===== src/rtl/sts1_ptr_pkg.sv =====
package sts1_ptr_pkg;

    parameter int PTR_W      = 10;
    parameter int PTR_MAX    = 782;
    parameter int GAP_FRAMES = 3;
    localparam int GAP_W     = $clog2(GAP_FRAMES + 1);

    localparam logic [3:0] N_NORMAL = 4'b0110;
    localparam logic [3:0] N_NEWDAT = 4'b1001;

    typedef struct packed {
        logic [PTR_W-1:0] ptr;        // active pointer
        logic [GAP_W-1:0] gap;        // normal frames since last adjustment (saturating)
        logic             stf_vld;    // stuff slot occupied
        logic             stf_dec;    // stuff slot direction: 1 = decrement
        logic             ndf_pend;   // single NDF request bit
        logic [7:0]       h1;
        logic [7:0]       h2;
        logic             h3_data;
        logic             post_stuff;
    } gen_state_t;

endpackage


===== src/rtl/sts1_ptr_step.sv =====
module sts1_ptr_step #(
    parameter int PTR_W    = 10,
    parameter int PTR_MAX  = 782,
    parameter bit STEP_DOWN = 1'b0
) (
    input  logic [PTR_W-1:0] cur_ptr,
    output logic [PTR_W-1:0] nxt_ptr
);
    localparam logic [PTR_W-1:0] TOP = PTR_W'(PTR_MAX);

    generate
        if (STEP_DOWN) begin : g_down
            always_comb begin
                if (cur_ptr == '0) nxt_ptr = TOP;
                else               nxt_ptr = cur_ptr - PTR_W'(1);
            end
        end else begin : g_up
            always_comb begin
                if (cur_ptr >= TOP) nxt_ptr = '0;
                else                nxt_ptr = cur_ptr + PTR_W'(1);
            end
        end
    endgenerate
endmodule


===== src/rtl/sts1_ptr_pack.sv =====
module sts1_ptr_pack #(
    parameter int PTR_W = 10
) (
    input  logic [PTR_W-1:0] ptr_val,
    input  logic             new_data,
    input  logic             flip_inc,
    input  logic             flip_dec,
    output logic [7:0]       h1_out,
    output logic [7:0]       h2_out
);
    import sts1_ptr_pkg::*;

    logic [PTR_W-1:0] inc_mask;
    logic [PTR_W-1:0] dec_mask;
    logic [PTR_W-1:0] sent_ptr;

    // Increment bits sit on odd positions (starting at the MSB), decrement bits on even.
    genvar b;
    generate
        for (b = 0; b < PTR_W; b++) begin : g_mask
            assign inc_mask[b] = ((PTR_W - 1 - b) % 2) == 0;
            assign dec_mask[b] = ((PTR_W - 1 - b) % 2) == 1;
        end
    endgenerate

    always_comb begin
        sent_ptr = ptr_val;
        if (flip_inc) sent_ptr = sent_ptr ^ inc_mask;
        if (flip_dec) sent_ptr = sent_ptr ^ dec_mask;
        h1_out = {(new_data ? N_NEWDAT : N_NORMAL), 2'b00, sent_ptr[PTR_W-1 -: 2]};
        h2_out = sent_ptr[7:0];
    end
endmodule


===== src/rtl/sts1_ptr_gen.sv =====
module sts1_ptr_gen
    import sts1_ptr_pkg::*;
(
    input  logic             clk,
    input  logic             rst_n,
    input  logic [PTR_W-1:0] seed_ptr,
    input  logic             frame_sof,
    input  logic             stuff_inc_req,
    input  logic             stuff_dec_req,
    input  logic             ndf_single_set,
    input  logic             ndf_hold,
    input  logic [PTR_W-1:0] arb_ptr,
    input  logic [7:0]       h3_payload,
    output logic [7:0]       h1_byte,
    output logic [7:0]       h2_byte,
    output logic [7:0]       h3_byte,
    output logic             h3_carries_data,
    output logic             stuff_after_h3,
    output logic             ndf_pending
);
    localparam logic [GAP_W-1:0] GAP_FULL = GAP_W'(GAP_FRAMES);

    gen_state_t st_q, st_d;

    logic             ndf_go, inc_go, dec_go, stf_ready;
    logic [PTR_W-1:0] ptr_up, ptr_dn, ptr_sent;
    logic [7:0]       h1_nx, h2_nx;

    sts1_ptr_step #(.PTR_W(PTR_W), .PTR_MAX(PTR_MAX), .STEP_DOWN(1'b0)) u_up (
        .cur_ptr (st_q.ptr),
        .nxt_ptr (ptr_up)
    );

    sts1_ptr_step #(.PTR_W(PTR_W), .PTR_MAX(PTR_MAX), .STEP_DOWN(1'b1)) u_dn (
        .cur_ptr (st_q.ptr),
        .nxt_ptr (ptr_dn)
    );

    assign ptr_sent = ndf_go ? arb_ptr : st_q.ptr;

    sts1_ptr_pack #(.PTR_W(PTR_W)) u_pack (
        .ptr_val  (ptr_sent),
        .new_data (ndf_go),
        .flip_inc (inc_go),
        .flip_dec (dec_go),
        .h1_out   (h1_nx),
        .h2_out   (h2_nx)
    );

    always_comb begin
        st_d      = st_q;
        ndf_go    = frame_sof && (ndf_hold || st_q.ndf_pend);
        stf_ready = st_q.stf_vld && (st_q.gap == GAP_FULL);
        inc_go    = frame_sof && !ndf_go && stf_ready && !st_q.stf_dec;
        dec_go    = frame_sof && !ndf_go && stf_ready &&  st_q.stf_dec;

        // self-clearing single NDF request
        st_d.ndf_pend = ndf_single_set || (st_q.ndf_pend && !ndf_go);

        // single stuff slot
        if (inc_go || dec_go) begin
            st_d.stf_vld = 1'b0;
        end else if (!st_q.stf_vld && (stuff_inc_req || stuff_dec_req)) begin
            st_d.stf_vld = 1'b1;
            st_d.stf_dec = !stuff_inc_req;
        end

        if (frame_sof) begin
            st_d.h1         = h1_nx;
            st_d.h2         = h2_nx;
            st_d.h3_data    = dec_go;
            st_d.post_stuff = inc_go;
            if (ndf_go)      st_d.ptr = arb_ptr;
            else if (inc_go) st_d.ptr = ptr_up;
            else if (dec_go) st_d.ptr = ptr_dn;
            if (ndf_go || inc_go || dec_go) st_d.gap = '0;
            else if (st_q.gap != GAP_FULL)  st_d.gap = st_q.gap + GAP_W'(1);
        end
    end

    always_ff @(posedge clk) begin
        if (!rst_n) begin
            st_q            <= '0;
            st_q.ptr        <= seed_ptr;
            st_q.gap        <= GAP_FULL;
        end else begin
            st_q <= st_d;
        end
    end

    assign h1_byte         = st_q.h1;
    assign h2_byte         = st_q.h2;
    assign h3_carries_data = st_q.h3_data;
    assign stuff_after_h3  = st_q.post_stuff;
    assign h3_byte         = st_q.h3_data ? h3_payload : 8'h00;
    assign ndf_pending     = st_q.ndf_pend;

endmodule


===== config.mk =====
export PLATFORM = sky130hd
export DESIGN_NAME = sts1_ptr_gen
export DESIGN_NICKNAME = d
export VERILOG_FILES = /design/src/rtl/sts1_ptr_pkg.sv /design/src/rtl/sts1_ptr_step.sv /design/src/rtl/sts1_ptr_pack.sv /design/src/rtl/sts1_ptr_gen.sv
export SDC_FILE = /design/constraint.sdc
export NUM_CORES = 1
export LEC_CHECK = 0
export BUFFER_PORTS_ARGS = -buffer_cell sky130_fd_sc_hd__buf_2
export CORE_ASPECT_RATIO = 1.2
export CORE_UTILIZATION = 51
export CTS_BUF_LIST = sky130_fd_sc_hd__clkbuf_4
export DETAILED_ROUTE_END_ITERATION = 6
export HOLD_SLACK_MARGIN = 0.02
export PLACE_DENSITY = 0.82
export SYNTH_ARGS = -nofsm -noshare
export SYNTH_HDL_FRONTEND = slang
export SYNTH_HIERARCHICAL = 1
export SYNTH_SLANG_ARGS = --single-unit
export TNS_END_PERCENT = 10

===== constraint.sdc =====
create_clock -name clk -period 2.2 [get_ports clk]
set_input_delay 0.33 -clock clk [delete_from_list [all_inputs] [get_ports clk]]
set_output_delay 0.33 -clock clk [all_outputs]
set_load 0.02 [all_outputs]

==> summary.txt, run 1 <==
Outcome
  – Result of the run: finished, final reports clean

Yosys
  – Average cell area after synthesis: 9.02 um2
  – Share of the yosys chip area belonging to registers: 0.290
  – Number of synthesized flops with an enable pin: 10
  – Library cells used by synthesis: 58
  – Post-synth top flop: dfxtp_1
  – Synthesized instance count: roughly 290
  – Post-synth ARST share: 0
  – Mapped cell area: approximately 2600 um2
  – Ys Warns: 6
  – Flops & latches, synth: 33

Layout
  – Nets: around 400
  – Layout cell share with drive strength beyond 1: 0.383
  – Layout overhead on the synthesized area: 16.8%
  – Most frequent cells in the layout: 61 x buf_2, 37 x buf_4, 34 x nor2_1, 23 x dfxtp_1
  – Antenna Cells: 0
  – Fillcell total: 423
  – Sequential cell area: 761 um2
  – Multi-input gate area: approximately 1500 um2
  – Most common cell after layout, fill and taps aside: buf_2

Die
  – Core area: roughly 4900 um2
  – DIE WIDTH: 67.5 um
  – Initial Utilization: 0.532
  – Die Outline Area: 5440 um2
  – Floorplan row count: 28
  – Die Y: between 80 and 90 um
  – Number of top-level pins: 62

Power and ir drop
  – Highest ir drop seen on vdd: ~0.38 mV
  – Post-layout total power: between 1.5 and 2 mW
  – Power Dens Cells: about 550 nW/um2
  – Cell leakage power: roughly 1.5 nW

STA
  – RSZ-0062 raised after global routing: yes
  – Highest Clock Rate: roughly 450 MHz
  – Hold_ws: around 0.2 ns
  – Crit path time final: 2.20 ns
  – Slew at the pin closest to its max-slew limit: roughly 0.60 ns
  – Tcrit/Tclk final: 0.999
  – Final number of setup-violating endpoints: 0
  – Setup TNS Final: 0 ns
  – Pins over their slew limit: 0
  – Maximum clock skew at final layout: about 0.02 ns
  – Headroom to the max-slew limit: 0.601
  – Number of hold violations in the final report: 0

Clock tree
  – Number of buffers inserted by hold repair at cts: 0
  – Number of buffers inserted during clock tree synthesis: 5
  – H-tree depth: 2
  – Cell chosen for the clock root: clkbuf_4
  – Insertion delay to the later sink of the worst-skew pair: around 0.34 ns
  – Number of buffers on the longest clock path: 2
  – Sink count of the clock tree: 33
  – TritonCTS clock tree: built
  – Clock-pin slew on the worst setup and hold paths: between 0.1 and 0.15 ns

Routing
  – Total wire length after detailed routing: ~6600 um
  – DR top layer: met4
  – Vias: 2400
  – Number of DRC markers in iteration 0: 162
  – Detailed route wirelength on metal2: approximately 3400 um
  – Post-detailed-route count of antenna-violating nets: 0
  – Met3 wire length: roughly 380 um
  – Vias per inst: about 5.7
  – Wire length per cell: between 15 and 20 um
  – Drc violations: 0
  – Detailed-router iteration count before antenna repair: 4
  – Post-Route M1 WL: approximately 2800 um

Global routing
  – Final global-route overflow total: 0
  – Total Routing Usage GR: 0.252
  – Number of global-route vias before repair: 2214
  – Pin count of the biggest net entering global routing: 18
  – Initial antenna violation count: 0
  – First-pass GRT wire length: between 10000 and 15000 um

Setup path
  – Critical register-to-register path endpoint: st_q[28]
  – Critical Path Fanout Max: 6
  – Type of the worst setup path: flip-flop to flip-flop
  – Crit end category: flip-flop
  – Required @ worst endpoint: between 2 and 2.5 ns
  – Reg-to-Reg Start: st_q[24]
  – Arr. time, crit path: 2.36 ns
  – Kind of start point of the critical path: flip-flop
  – Reg2reg setup slack: roughly 0.0019 ns
  – Worst R2R Path Depth: 5

Placed design
  – Final RePlAce weighted congestion: between 0.9 and 1
  – Placed wire-length estimate after detailed placement: about 5000 um
  – Port-buffer cells: a little over 60

Worst hold path
  – Worst min-delay path startpoint: stuff_inc_req
  – Worst hold endpoint: st_q[19]
  – Worst Hold Class: input port to flip-flop
  – Count of cells along the worst hold path: 2

Run
  – # Max-Cap Violations: 0
[state kept, by name (all words and copies together), names as in the netlist]
name / count
h2_byte: 8
h3_carries_data: 1
stuff_after_h3: 1
st_q: 14
h1_byte: 8
ndf_pending: 1
[through the flow]
| step | cell area (um2) | util | cells | setup slack [ns] |
|---|---|---|---|---|
| 2_1_floorplan | 2630 | - | 292 | 0.116 |
| 3_3_place_gp | 2930 | 0.592 | 402 | 0.0527 |
| 3_5_place_dp | 2930 | 0.592 | 402 | 0.0459 |
| 4_1_cts | 2980 | 0.604 | 410 | 0.0144 |
| 5_1_grt | 3070 | 0.621 | 418 | -0.131 |
| 6_report | 3070 | 0.621 | 418 | 0.00193 |
[logic make-up (layout without fill, tap and decap cells)]
kind of cell             Yosys count  after routing  synth area share
AO/OA/AOI/OAI                     59             59             0.173
XOR/XNOR                          16             16            0.0534
adder cells (fa/ha/maj)            4              4            0.0191
buffers and inverters             58            124             0.141
flip-flops                        33             33             0.290
multiplexers                      26             26             0.117
other                              1              2           0.00143
AND/OR/NAND/NOR                   94             94             0.206
[critical path, cell delays in order (launching register included)]
cell and delay (ns):
edfxtp_1 0.49, or3_1 0.50, or4_1 0.43, a21oi_1 0.22
a211oi_2 0.11, o32ai_1 0.26
[power by group]
part | leakage [nW] | switching [mW] | internal [mW] | total [mW]
Combinational | 1.17 | 0.313 | 0.276 | 0.589
Sequential | 0.294 | 0.0576 | 0.683 | 0.740
Clock | 0.0354 | 0.214 | 0.134 | 0.348
[synth_stat cells, types with 3 or more instances]
library cell / instances / area share
inv_1: 16 / 0.023
nand2_1: 10 / 0.014
ha_1: 4 / 0.019
a211oi_2: 4 / 0.019
clkbuf_1: 6 / 0.0086
and2_1: 8 / 0.019
o211ai_1: 3 / 0.0086
and4b_1: 8 / 0.030
mux2i_1: 16 / 0.061
edfxtp_1: 10 / 0.11
dfxtp_1: 23 / 0.18
buf_4: 21 / 0.060
nor2_1: 34 / 0.049
buf_6: 9 / 0.039
o32ai_1: 8 / 0.027
mux2_4: 9 / 0.051
nand3_1: 4 / 0.0076
o31ai_1: 4 / 0.011
xor2_1: 14 / 0.047
o21ai_0: 6 / 0.011
a32oi_1: 3 / 0.010
or3_1: 5 / 0.012
a21oi_1: 12 / 0.023
buf_2: 3 / 0.0057
nor3_1: 4 / 0.0076
a211oi_1: 6 / 0.017
[worst max-delay path by stage]
stage,start,depth (start not counted),endpoint
after global routing,st_q[23],9,st_q[27]
after detailed placement,st_q[24],8,st_q[27]
after CTS,st_q[24],8,st_q[27]
final,st_q[24],5,st_q[28]
after floorplan,st_q[23],8,st_q[25]
after global placement,st_q[23],9,st_q[25]
[layer usage]
metal	vias to the layer above	track usage
met2	103	0.429
met3	14	0.0398
met1	1123	0.317
met4	0	0.0809
met5	-	0
li1	1160	-
[repair_timing]
| item | in CTS | in global routing |
|---|---|---|
| setup buffers | 0 | 8 |
| endpoints found under the setup margin | 0 | 9 |
| resized for setup | 0 | 5 |
[area by class of cell]
class	count	area share
Clock inverter	2	0.00326
Tap cell	60	0.0245
Sequential cell	33	0.248
Timing Repair Buffer	98	0.190
Clock buffer	6	0.0147
Inverter	18	0.0220
Multi-Input combinational cell	201	0.498
Power figures use the tool's default switching activity.
==> run 2, diff against run 1 <==
- CORE_UTILIZATION: 51 -> 56
- PLACE_DENSITY: 0.82 -> 0.86
- clock period: 2.2 -> 2.4 ns (I/O delays scaled with it)
==> summary.txt, run 2 (synthesis results as in run 1) <==
Routing
  – Post-detailed-route count of antenna-violating nets: 0
  – Total wire length after detailed routing: 6540 um
  – Detailed-router iteration count before antenna repair: 7
  – Vias per inst: between 6 and 7
  – Vias: between 2000 and 2500
  – Drc violations: 0
  – Wire length per cell: ~17 um
  – Number of DRC markers in iteration 0: about 170

Setup path
  – Start point of the critical path: st_q[24]
  – Arr. time, crit path: roughly 2.4 ns
  – Reg-to-Reg Start: st_q[24]
  – Required @ worst endpoint: approximately 2.5 ns
  – Crit end category: flip-flop
  – Critical Path Fanout Max: 5
  – Kind of start point of the critical path: flip-flop
  – Type of the worst setup path: flip-flop to flip-flop

STA
  – Pins over their slew limit: 0
  – Headroom to the max-slew limit: 0.608
  – Setup TNS Final: 0 ns
  – Crit path time final: approximately 2.3 ns
  – Slew at the pin closest to its max-slew limit: just under 0.6 ns
  – Number of hold violations in the final report: 0
  – Final number of setup-violating endpoints: 0
  – Tcrit/Tclk final: 0.949
  – Final critical-path setup slack: 0.122 ns
  – Highest Clock Rate: ~440 MHz
  – Maximum clock skew at final layout: between 0.006 and 0.007 ns
  – RSZ-0062 raised after global routing: no

Global routing
  – First-pass GRT wire length: 10800 um
  – Final global-route overflow total: 0
  – Pin count of the biggest net entering global routing: 19
  – Initial antenna violation count: 0
  – Total Routing Usage GR: 0.279
  – Number of global-route vias before repair: roughly 2400

Power and ir drop
  – Sw power: around 0.53 mW
  – Highest ir drop seen on vdd: 0.332 mV
  – Switching part of the total power: 0.331
  – Combinational cell fraction of total power: 0.296
  – Cell leakage power: around 1.4 nW
  – Internal cell power: roughly 1.1 mW
  – Clk network pwr share: 0.270
  – Power Dens Cells: 547 nW/um2
  – Share of power burned in registers: 0.433

Layout
  – Nets: 376
  – Layout cell share with drive strength beyond 1: 0.331
  – Antenna Cells: 0
  – Register with the highest flop count: st_q
  – Layout overhead on the synthesized area: 11.1%
  – Most common cell after layout, fill and taps aside: buf_2
  – Most frequent cells in the layout: 61 x buf_2, 34 x nor2_1, 23 x dfxtp_1, 17 x buf_4
  – Number of flip-flops in the largest register: 14

Worst hold path
  – Worst min-delay path startpoint: stuff_inc_req
  – Worst Hold Class: input port to flip-flop

Clock tree
  – PostCTS Resize Cnt: 0
  – Sink count of the clock tree: 33
  – Number of buffers inserted by hold repair at cts: 0
  – Insertion delay to the later sink of the worst-skew pair: around 0.34 ns
  – Number of buffers on the longest clock path: 2
  – TritonCTS clock tree: built
  – Clock-pin slew on the worst setup and hold paths: 0.11 ns
  – H-tree depth: 2
  – Number of buffers inserted during clock tree synthesis: 5
  – Post-CTS setup repair buffer count: 0
  – Cell chosen for the clock root: clkbuf_4

Die
  – Floorplan row count: 26
  – Core area: 4390 um2
  – Initial Utilization: 0.598
  – DIE WIDTH: approximately 65 um
  – Die Y: 77.0 um
  – Die Outline Area: between 4000 and 5000 um2
  – Number of top-level pins: 62

Run
  – # Max-Cap Violations: 0

Placed design
  – Port-buffer cells: 61
  – Placed wire-length estimate after detailed placement: ~4600 um
  – Worst Setup Slack post-DPL: 0.210 ns
  – Final RePlAce weighted congestion: 0.995

Outcome
  – Result of the run: finished, final reports clean
## run 2: layer usage
| metal | vias up | part of all wire | GRT usage |
|---|---|---|---|
| met5 | - | 0 | 0 |
| met4 | 0 | 0.019 | 0.0867 |
| met3 | 19 | 0.073 | 0.0610 |
| met2 | 143 | 0.51 | 0.502 |
| met1 | 1105 | 0.39 | 0.321 |
| li1 | 1117 | - | - |
## run 2: power by group through the flow
stage,registers [mW],logic (mW),clock network [mW]
floorplan,0.685,0.372,0
global placement,0.697,0.453,0
detailed placement,0.699,0.463,0
CTS,0.688,0.468,0.433
global route,0.698,0.515,0.456
finish,0.691,0.473,0.431
## run 2: cell type report
class                           instances  area [um2]
Clock inverter                          2        33.8
Clock buffer                            6        45.0
Inverter                               18        67.6
Multi-Input combinational cell        201        1510
Sequential cell                        33         761
Tap cell                               56        70.1
Timing Repair Buffer                   78         433
Fill cell                             337        1480
## run 2: stage by stage
step	std cells	power [mW]	hold slack [ns]	cell area (um2)	utilization
floorplan	292	1.06	0.460	2630	-
global placement	386	1.15	0.468	2830	0.645
detailed placement	386	1.16	0.479	2830	0.645
CTS	394	1.59	0.208	2910	0.663
global route	394	1.67	0.196	2920	0.664
finish	394	1.60	0.203	2920	0.664
## run 2: worst paths after layout
kind / endpoint / slack, ns / cells past startpoint
max reg2reg: st_q[29] / 0.12 / 8
max: st_q[29] / 0.12 / 8
min: st_q[19] / 0.20 / 2
min reg2reg: h2_byte[2] / 0.50 / 2
## run 2: critical path, stage by stage, from the launching register on
cell and delay [ns]:
edfxtp_1 0.47, inv_1 0.09, ha_1 0.20, nor4b_1 0.43, buf_4 0.22, nand2b_1 0.07
a22o_1 0.20, a211oi_1 0.23, o32ai_1 0.13
